## src/rtl/strap_pkg.sv

```systemverilog
package strap_pkg;
    localparam int unsigned NUM_STRAPS = 3;
    localparam int unsigned IDX_TEST   = 0;
    localparam int unsigned IDX_SPREAD = 1;
    localparam int unsigned IDX_SEL48  = 2;

    typedef enum logic [1:0] {
        ST_WAIT    = 2'd0,
        ST_SAMPLE  = 2'd1,
        ST_CONFIRM = 2'd2,
        ST_DONE    = 2'd3
    } seq_state_e;
endpackage

```

## src/rtl/strap_tick.sv

```systemverilog
module strap_tick #(
    parameter int unsigned DIV = 2500
) (
    input  logic clk,
    input  logic rst_n,
    output logic tick_o
);
    localparam int unsigned CW = (DIV > 1) ? $clog2(DIV) : 1;
    localparam logic [CW-1:0] LAST = CW'(DIV - 1);

    typedef struct packed {
        logic [CW-1:0] cnt;
    } tick_st_t;

    tick_st_t st_d, st_q;

    always_comb begin
        st_d = st_q;
        if (st_q.cnt == LAST) begin
            st_d.cnt = '0;
        end else begin
            st_d.cnt = st_q.cnt + CW'(1);
        end
    end

    always_ff @(posedge clk or negedge rst_n) begin
        if (!rst_n) begin
            st_q <= '0;
        end else begin
            st_q <= st_d;
        end
    end

    assign tick_o = (st_q.cnt == LAST);

    generate
        if (DIV > 1) begin : g_spacing
            AST_TICK_SPACING: assert property (@(posedge clk) disable iff (!rst_n)
                tick_o |=> !tick_o);
        end
    endgenerate
endmodule

```

## src/rtl/strap_sync.sv

```systemverilog
module strap_sync #(
    parameter int unsigned N      = 3,
    parameter int unsigned STAGES = 2
) (
    input  logic         clk,
    input  logic         rst_n,
    input  logic [N-1:0] pin_val,
    input  logic [N-1:0] pin_drv,
    output logic [N-1:0] strap_o
);
    logic [N-1:0] resolved;

    generate
        for (genvar i = 0; i < N; i++) begin : g_pull
            assign resolved[i] = pin_drv[i] ? pin_val[i] : 1'b1;
        end
    endgenerate

    typedef struct packed {
        logic [STAGES-1:0][N-1:0] stg;
    } sync_st_t;

    sync_st_t st_d, st_q;

    always_comb begin
        st_d = st_q;
        st_d.stg[0] = resolved;
        for (int k = 1; k < int'(STAGES); k++) begin
            st_d.stg[k] = st_q.stg[k-1];
        end
    end

    always_ff @(posedge clk or negedge rst_n) begin
        if (!rst_n) begin
            st_q <= '1;
        end else begin
            st_q <= st_d;
        end
    end

    assign strap_o = st_q.stg[STAGES-1];
endmodule

```

## src/rtl/strap_fsm.sv

```systemverilog
module strap_fsm
    import strap_pkg::*;
#(
    parameter int unsigned N          = 3,
    parameter int unsigned WAIT_TICKS = 4,
    parameter int unsigned MAX_TICKS  = 20
) (
    input  logic         clk,
    input  logic         rst_n,
    input  logic         tick_i,
    input  logic [N-1:0] strap_i,
    output logic         done_o,
    output logic         oen_o,
    output logic [N-1:0] cfg_o
);
    localparam int unsigned WW = $clog2(WAIT_TICKS + 1);
    localparam int unsigned TW = $clog2(MAX_TICKS + 1);
    localparam logic [WW-1:0] WLAST = WW'(WAIT_TICKS - 1);
    localparam logic [TW-1:0] TMAX  = TW'(MAX_TICKS);
    localparam int unsigned BOUND = MAX_TICKS + WAIT_TICKS + 2;

    typedef struct packed {
        seq_state_e    state;
        logic [WW-1:0] wcnt;
        logic [TW-1:0] tcnt;
        logic [N-1:0]  first;
        logic [N-1:0]  cfg;
        logic          done;
        logic          oen;
    } fsm_st_t;

    fsm_st_t st_d, st_q;
    logic [TW-1:0] tinc;
    logic          timeout;

    always_comb begin
        tinc    = (st_q.tcnt == TMAX) ? st_q.tcnt : st_q.tcnt + TW'(1);
        timeout = (tinc == TMAX);
        st_d    = st_q;
        if (tick_i && st_q.state != ST_DONE) begin
            st_d.tcnt = tinc;
            case (st_q.state)
                ST_WAIT: begin
                    if (st_q.wcnt == WLAST) begin
                        st_d.wcnt  = '0;
                        st_d.state = ST_SAMPLE;
                    end else begin
                        st_d.wcnt = st_q.wcnt + WW'(1);
                    end
                end
                ST_SAMPLE: begin
                    st_d.first = strap_i;
                    st_d.state = ST_CONFIRM;
                end
                ST_CONFIRM: begin
                    if (strap_i == st_q.first || timeout) begin
                        st_d.cfg   = strap_i;
                        st_d.done  = 1'b1;
                        st_d.oen   = 1'b1;
                        st_d.state = ST_DONE;
                    end else begin
                        st_d.wcnt  = '0;
                        st_d.state = ST_WAIT;
                    end
                end
                default: st_d.state = ST_DONE;
            endcase
        end
    end

    always_ff @(posedge clk or negedge rst_n) begin
        if (!rst_n) begin
            st_q.state <= ST_WAIT;
            st_q.wcnt  <= '0;
            st_q.tcnt  <= '0;
            st_q.first <= '1;
            st_q.cfg   <= '1;
            st_q.done  <= 1'b0;
            st_q.oen   <= 1'b0;
        end else begin
            st_q <= st_d;
        end
    end

    assign done_o = st_q.done;
    assign oen_o  = st_q.oen;
    assign cfg_o  = st_q.cfg;

    int unsigned chk_ticks;
    always_ff @(posedge clk or negedge rst_n) begin
        if (!rst_n) begin
            chk_ticks <= 0;
        end else if (tick_i && chk_ticks <= BOUND) begin
            chk_ticks <= chk_ticks + 1;
        end
    end

    AST_MOVE_ON_TICK: assert property (@(posedge clk) disable iff (!rst_n)
        !tick_i |=> $stable(st_q.state));
    AST_RESTART_WAIT: assert property (@(posedge clk) disable iff (!rst_n)
        (tick_i && st_q.state == ST_CONFIRM && strap_i != st_q.first && !timeout)
            |=> (st_q.state == ST_WAIT && st_q.wcnt == '0));
    AST_ENABLE_WITH_DONE: assert property (@(posedge clk) disable iff (!rst_n)
        $rose(st_q.oen) |-> $rose(st_q.done));
    AST_CFG_FROZEN: assert property (@(posedge clk) disable iff (!rst_n)
        st_q.done |=> (st_q.done && $stable(st_q.cfg)));
    AST_BOUNDED_START: assert property (@(posedge clk) disable iff (!rst_n)
        (chk_ticks >= BOUND) |-> st_q.done);
endmodule

```

## src/rtl/strap_seq.sv

```systemverilog
module strap_seq
    import strap_pkg::*;
#(
    parameter int unsigned TICK_DIV   = 2500,
    parameter int unsigned WAIT_TICKS = 4,
    parameter int unsigned MAX_TICKS  = 20
) (
    input  logic                  clk,
    input  logic                  rst_n,
    input  logic [NUM_STRAPS-1:0] pin_val,
    input  logic [NUM_STRAPS-1:0] pin_drv,
    output logic [NUM_STRAPS-1:0] pad_oe,
    output logic                  clk_oe,
    output logic                  out_en,
    output logic                  done,
    output logic                  cfg_test_mode,
    output logic                  cfg_spread_on,
    output logic                  cfg_sel_48
);
    logic                  tick;
    logic [NUM_STRAPS-1:0] strap_s;
    logic [NUM_STRAPS-1:0] cfg_raw;
    logic                  oen;
    logic                  drive_ok;

    strap_tick #(.DIV(TICK_DIV)) u_tick (
        .clk    (clk),
        .rst_n  (rst_n),
        .tick_o (tick)
    );

    strap_sync #(.N(NUM_STRAPS), .STAGES(2)) u_sync (
        .clk     (clk),
        .rst_n   (rst_n),
        .pin_val (pin_val),
        .pin_drv (pin_drv),
        .strap_o (strap_s)
    );

    strap_fsm #(
        .N          (NUM_STRAPS),
        .WAIT_TICKS (WAIT_TICKS),
        .MAX_TICKS  (MAX_TICKS)
    ) u_fsm (
        .clk     (clk),
        .rst_n   (rst_n),
        .tick_i  (tick),
        .strap_i (strap_s),
        .done_o  (done),
        .oen_o   (oen),
        .cfg_o   (cfg_raw)
    );

    // Straps are active low; the reset value of cfg_raw is all ones.
    assign cfg_test_mode = ~cfg_raw[IDX_TEST];
    assign cfg_spread_on = ~cfg_raw[IDX_SPREAD];
    assign cfg_sel_48    = ~cfg_raw[IDX_SEL48];

    assign drive_ok = oen & cfg_raw[IDX_TEST];
    assign out_en   = oen;
    assign clk_oe   = drive_ok;
    assign pad_oe   = {NUM_STRAPS{drive_ok}};

    AST_QUIET_BEFORE_LATCH: assert property (@(posedge clk) disable iff (!rst_n)
        !done |-> (pad_oe == '0 && !clk_oe && !out_en));
endmodule

```

## config.mk

```make
export PLATFORM = sky130hd
export DESIGN_NAME = strap_seq
export DESIGN_NICKNAME = d
export VERILOG_FILES = /design/src/rtl/strap_pkg.sv /design/src/rtl/strap_tick.sv /design/src/rtl/strap_sync.sv /design/src/rtl/strap_fsm.sv /design/src/rtl/strap_seq.sv
export SDC_FILE = /design/constraint.sdc
export NUM_CORES = 1
export LEC_CHECK = 0
export BUFFER_PORTS_ARGS = -buffer_cell sky130_fd_sc_hd__buf_2
export CAP_MARGIN = 20
export CORE_ASPECT_RATIO = 0.75
export CORE_MARGIN = 1
export CORE_UTILIZATION = 38
export CTS_CLUSTER_SIZE = 10
export DETAILED_ROUTE_END_ITERATION = 7
export PLACE_DENSITY = 0.56
export SYNTH_ARGS = -nofsm -noshare
export SYNTH_HDL_FRONTEND = slang
export SYNTH_SLANG_ARGS = --single-unit
```

## constraint.sdc

```tcl
create_clock -name clk -period 3.4 [get_ports clk]
set_clock_uncertainty 0.1 [all_clocks]
set_input_delay 0.68 -clock clk [delete_from_list [all_inputs] [get_ports clk]]
set_output_delay 0.68 -clock clk [all_outputs]
set_load 0.05 [all_outputs]
```

==> results of run 1 <==
logic make-up after synthesis:
logic type	after synthesis
AND/OR/NAND/NOR	56
adder cells (fa/ha/maj)	4
multiplexers	8
flip-flops	35
XOR/XNOR	15
AO/OA/AOI/OAI	18
buffers and inverters	18
registers in the layout (all words and copies together) (netlist names):
register        count
u_fsm.st_q         13
u_fsm.done_o        1
u_sync.st_d         3
u_fsm.cfg_o         3
u_tick.st_q        12
u_sync.strap_o      3
power groups by stage:
stage | clock network [mW] | registers, mW | logic [mW]
6_report | 0.355 | 0.426 | 0.0139
3_5_place_dp | 0 | 0.433 | 0.0146
5_1_grt | 0.385 | 0.426 | 0.0161
3_3_place_gp | 0 | 0.433 | 0.0142
4_1_cts | 0.370 | 0.426 | 0.0146
2_1_floorplan | 0 | 0.432 | 0.00260
cell usage in the layout, fill, tap and decap left out, drive strengths merged, types with 2 or more instances in the layout:
cell,netlist,layout
nand4,3,3
xnor2,8,8
and3,5,5
o21ai,2,2
xor2,7,7
a31oi,2,2
ha,4,4
mux2,7,7
dfrtp,23,23
nor3,3,3
inv,11,12
dfstp,12,12
nand3,8,8
nand2b,3,3
nor2b,2,2
buf,6,17
nor2,11,11
nand2,9,9
clkbuf,1,6
o31ai,2,2
a21oi,7,7
or2,2,2
stage by stage:
stage / hold slack, ns / std cells / utilization, % / area, sq um
after floorplan: 0.2452 / 154 / - / 1704
after global placement: 0.2461 / 219 / 43.50 / 1818
after detailed placement: 0.2506 / 219 / 43.50 / 1818
after CTS: 0.2624 / 227 / 46.17 / 1929
after global routing: 0.2660 / 227 / 46.17 / 1929
final: 0.2603 / 227 / 46.17 / 1929
final timing paths:
kind | endpoint | slack [ns] | from | cells past startpoint
max | u_fsm.cfg_o[2] | 1.04 | u_fsm.st_q[8] | 7
min | u_sync.strap_o[0] | 0.26 | u_sync.st_d[3] | 0
max reg2reg | u_fsm.cfg_o[2] | 1.04 | u_fsm.st_q[8] | 7
min reg2reg | u_sync.strap_o[0] | 0.26 | u_sync.st_d[3] | 0
max in group asynchronous | u_fsm.st_q[12] | 2.35 | rst_n | 1
min in group asynchronous | u_tick.st_q[0] | 0.36 | rst_n | 1
layout make-up:
cell class | count | area, sq um | share of cell area, %
clock buffer | 6 | 93.84 | 4.864
inverter | 11 | 41.29 | 2.140
clock inverter | 2 | 17.52 | 0.9079
sequential | 35 | 890.9 | 46.17
timing repair buffer | 17 | 87.58 | 4.540
multi-input combinational | 101 | 729.5 | 37.81
tap | 55 | 68.82 | 3.567
metal layers:
metal  track usage, %  routed length (um)  vias to the layer above
met4            6.234                  14                        0
met1            18.78                1469                      531
met3            5.954                 125                        2
li1                 -                   -                      559
met2            22.66                1369                       25
met5                0                   0                        -
==> impl_metrics.ini, run 1 <==
[die]
die_w_um = 79.33
die_h_um = 60.00
num_rows = 20
start_util_pct = 40.78
die-area_sq_um = 4759
ioPinCount = 17
core_sq_um = 4179

[finish]
num_antenna_cells = 0
drive_above_1_share_pct = 29.07
nFillCells = 373
layout.nets = 183
area_growth_pct = 13.22

[pwr]
intPower_mw = 0.6200
ir_drop_mv = 0.2142
leakagePower_nw = 0.8594
cellPowerDensity_nw_per_um2 = 411.9
comb_power_share_pct = 1.8
pwr-share-seq_pct = 53.6
switching_share_pct = 21.98
clockPowerShare_pct = 44.7
net-switching-power_mw = 0.1746
total_power_mw = 0.7946

[logic_synthesis]
seq_area_frac_synth_pct = 52.28
synth_top_area_cell = dfrtp_1
synth_top_family_by_area = simple AND/OR/NAND/NOR gates
synth_warnings = 0
muxShareOfSynthArea_pct = 5.874
synth_compound_area_share_pct = 8.003
synth_seq_cells = 35
synth_top_cell_area_share_pct = 33.77
synth.avg_cell_area_sq_um = 11.07
ys_async_sr_fraction_pct = 100.0
synth_flop_cell = dfrtp_1
synth_common_cells = 23 x dfrtp_1, 12 x dfstp_2, 11 x inv_1, 11 x nor2_1
synth.distinct_cells = 43
synth.most_common_cell = dfrtp_1
netlist_area_sq_um = 1704
synthAdderAreaFrac_pct = 2.937
synthTopCellsByArea = dfrtp_1 34%, dfstp_2 19%, xnor2_1 4.1%
yosys.area_share.simple_pct = 18.28
synthCells = 154
synth_nets = 166
synthXorXnorAreaFrac_pct = 7.709
synth_edf_count = 0

[timing]
hold_viol = 0
period_needed_ns = 2.356
max_freq_ghz = 0.4245
rsz0062_at_grt = no
finalWorstSetupSlack_ns = 1.044
tns_ns = 0
fin_crit_sh_pct = 69.29
max_slew_margin_pct = 48.79
slew_viol_final = 0
tightest_slew_ns = 0.7681
setup_viol = 0

[setup_path]
startpoint_type = flop
cp.required_ns = 3.52
crit_buf_inv = 1
cp-end-kind = flop
max_stage_delay_ns = 0.53
critPathTopFamily = simple AND/OR/NAND/NOR gates
cp_slowest_cell = or4b_4
worstPathMaxFanout = 5
critPathKind = flop to flop
crit_chain = inv_1 -> ha_1 -> nand2_2 -> or4b_4 -> a31oi_4 -> o21ba_4 -> mux2_4
cp.arrival_ns = 2.47

[route]
routedWlPerCell_um = 13.12
viasPerCell = 4.921
dr_total_vias = 1117
drt_first_pass_iters = 4
wl_mm = 2.978
drtIter0Drc = 36
drc = 0
antenna_left = 0

[cts]
ctsHoldBuffers = 0
clk_path_buf_depth = 2
cts.sinks = 35
cts-root-buf = clkbuf_8
ctsResizeCount = 0
path_clk_slew_ns = 0.08
cts_tree = built
cts-htree-levels = 2
worstSkewPairLatency_ns = 0.29
cts_buffers = 5
cts_setup_buffers = 0

[hold_path]
worstHoldPathType = flop to flop

[placement]
dp_hpwl_mm = 2.095
place.gp.congestion = 0.8194
post-place-ws_ns = 1.068
port_buffers = 16

[grt]
grt_usage_pct = 14.82
grt_max_degree = 36
overflow = 0
grt_pass1_wl_mm = 5.119
antenna_found_initial = 0
grt_pass1_vias = 1075

[status]
status = complete, no violations

[flow_run]
drv_cap = 0
No activity file was read; power rests on OpenSTA's default activity.
==> run 2, diff against run 1 <==
Clock period 3.4 ns to 2.4 ns, I/O delays scaled along.
==> impl_metrics.ini, run 2 (synthesis results as in run 1) <==
[placement]
port_buffers = 16
dpl_cell_area_sq_um = 1826
dp_hpwl_mm = 2.106
place.gp.congestion = 0.8964
post-place-ws_ns = 0.06965

[setup_path]
max_stage_delay_ns = 0.53
cp_slowest_cell = or4b_4
cp-end-kind = flop
worstPathMaxFanout = 5
critPathTopFamily = simple AND/OR/NAND/NOR gates
critPathKind = flop to flop
crit_buf_inv = 1
cp.arrival_ns = 2.42
startpoint_type = flop
crit_chain = inv_1 -> ha_2 -> nand2_2 -> or4b_4 -> a31oi_4 -> o21ba_4 -> mux2_4
cp.required_ns = 2.51

[timing]
max_slew_margin_pct = 48.90
slew_viol_final = 0
finalWorstSetupSlack_ns = 0.08983
period_needed_ns = 2.310
tightest_slew_ns = 0.7665
tns_ns = 0
setup_viol = 0
rsz0062_at_grt = no
max_freq_ghz = 0.4329
fin_crit_sh_pct = 96.26
hold_viol = 0

[finish]
num_antenna_cells = 0
final_common_cell = dfrtp_1
regMostFlops = u_fsm.st_q
biggestRegsByFlops = u_fsm.st_q (13), u_tick.st_q (12)
drive_above_1_share_pct = 30.06
layout.nets = 184
final_area_sq_um = 1936
area_growth_pct = 13.58
mostFrequentLayoutCells = 23 x dfrtp_1, 16 x buf_2, 12 x dfstp_2
largest_reg_flops = 13

[cts]
cts_tree = built
cts-htree-levels = 2
worstSkewPairLatency_ns = 0.28
cts.sinks = 35
cts_setup_buffers = 0
clk_path_buf_depth = 2
cts-root-buf = clkbuf_8
path_clk_slew_ns = 0.07
cts_buffers = 5

[grt]
grt_pass1_vias = 1080
antenna_found_initial = 0
grtUsageMet2_pct = 21.31
grtUsageMet1_pct = 19.62
grt_pass1_wl_mm = 5.037
overflow = 0
met3_usage_pct = 5.496
grt_usage_pct = 14.35
gr-max-usage-layer = met2
grt_max_degree = 36

[route]
drc = 0
drtIter0Drc = 46
dr_total_vias = 1128
wl_mm = 2.902
drt_first_pass_iters = 4
viasPerCell = 4.947
antenna_left = 0
routedWlPerCell_um = 12.73

[die]
die_w_um = 79.33
num_rows = 20
ioPinCount = 17
die_h_um = 60.00
die-area_sq_um = 4759
core_sq_um = 4179
start_util_pct = 40.78

[status]
status = complete, no violations

[pwr]
ir_drop_mv = 0.4481
leakagePower_nw = 0.8633
cellPowerDensity_nw_per_um2 = 570.9

[flow_run]
drv_cap = 0

[hold_path]
worstHoldPathType = input port to async pin
==> run 2: area by class of cell <==
type	instances	area, sq um
clock inverters	2	13.76
repair buffers	18	95.09
fillers	385	2243
clock buffers	6	93.84
inverters	11	41.29
multi-input cells	101	732.0
well taps	55	68.82
flip-flops and latches	35	890.9
==> run 2: worst register-to-register path: stages (launching register included) <==
cell	delay (ns)
dfrtp_1	0.43
inv_1	0.14
ha_2	0.22
nand2_2	0.07
or4b_4	0.53
a31oi_4	0.22
o21ba_4	0.22
mux2_4	0.31
==> run 2: power breakdown <==
part           internal (mW)  switching, mW  total (mW)
Combinational        0.00653         0.0134      0.0199
Clock                  0.267          0.215       0.482
Sequential             0.599        0.00397       0.603
Total                  0.873          0.232        1.10
==> run 2: final timing paths <==
| check | start | endpoint | slack (ns) | cells past startpoint |
|---|---|---|---|---|
| min in group clk | pin_drv[2] | u_sync.st_d[5] | 0.22 | 2 |
| worst min register to register | u_sync.st_d[4] | u_sync.strap_o[1] | 0.26 | 0 |
| worst max register to register | u_fsm.st_q[8] | u_fsm.cfg_o[2] | 0.09 | 7 |
| max in group asynchronous | rst_n | u_fsm.done_o | 1.55 | 1 |
| worst max-delay path | u_fsm.st_q[8] | u_fsm.cfg_o[2] | 0.09 | 7 |
| worst min-delay path | rst_n | u_tick.st_q[6] | 0.17 | 1 |
==> run 2: routing by layer <==
metal | vias to the layer above | part of all wire (%)
li1 | 556 | -
met5 | - | 0
met2 | 20 | 43
met1 | 550 | 53
met3 | 2 | 3.6
met4 | 0 | 0.62
==> run 2: per-stage QoR <==
stage / hold WS [ns] / total power, mW / std cells / util (%)
6_report: 0.1687 / 1.105 / 228 / 46.32
3_5_place_dp: 0.2473 / 0.6351 / 220 / 43.68
3_3_place_gp: 0.2462 / 0.6339 / 220 / 43.68
5_1_grt: 0.2025 / 1.149 / 228 / 46.32
4_1_cts: 0.1901 / 1.127 / 228 / 46.26
2_1_floorplan: 0.08441 / 0.6160 / 154 / -
==> run 2: what timing repair did <==
item,CTS,global route
hold buffers,0,0
resized for setup,0,1
setup endpoints to repair,0,3
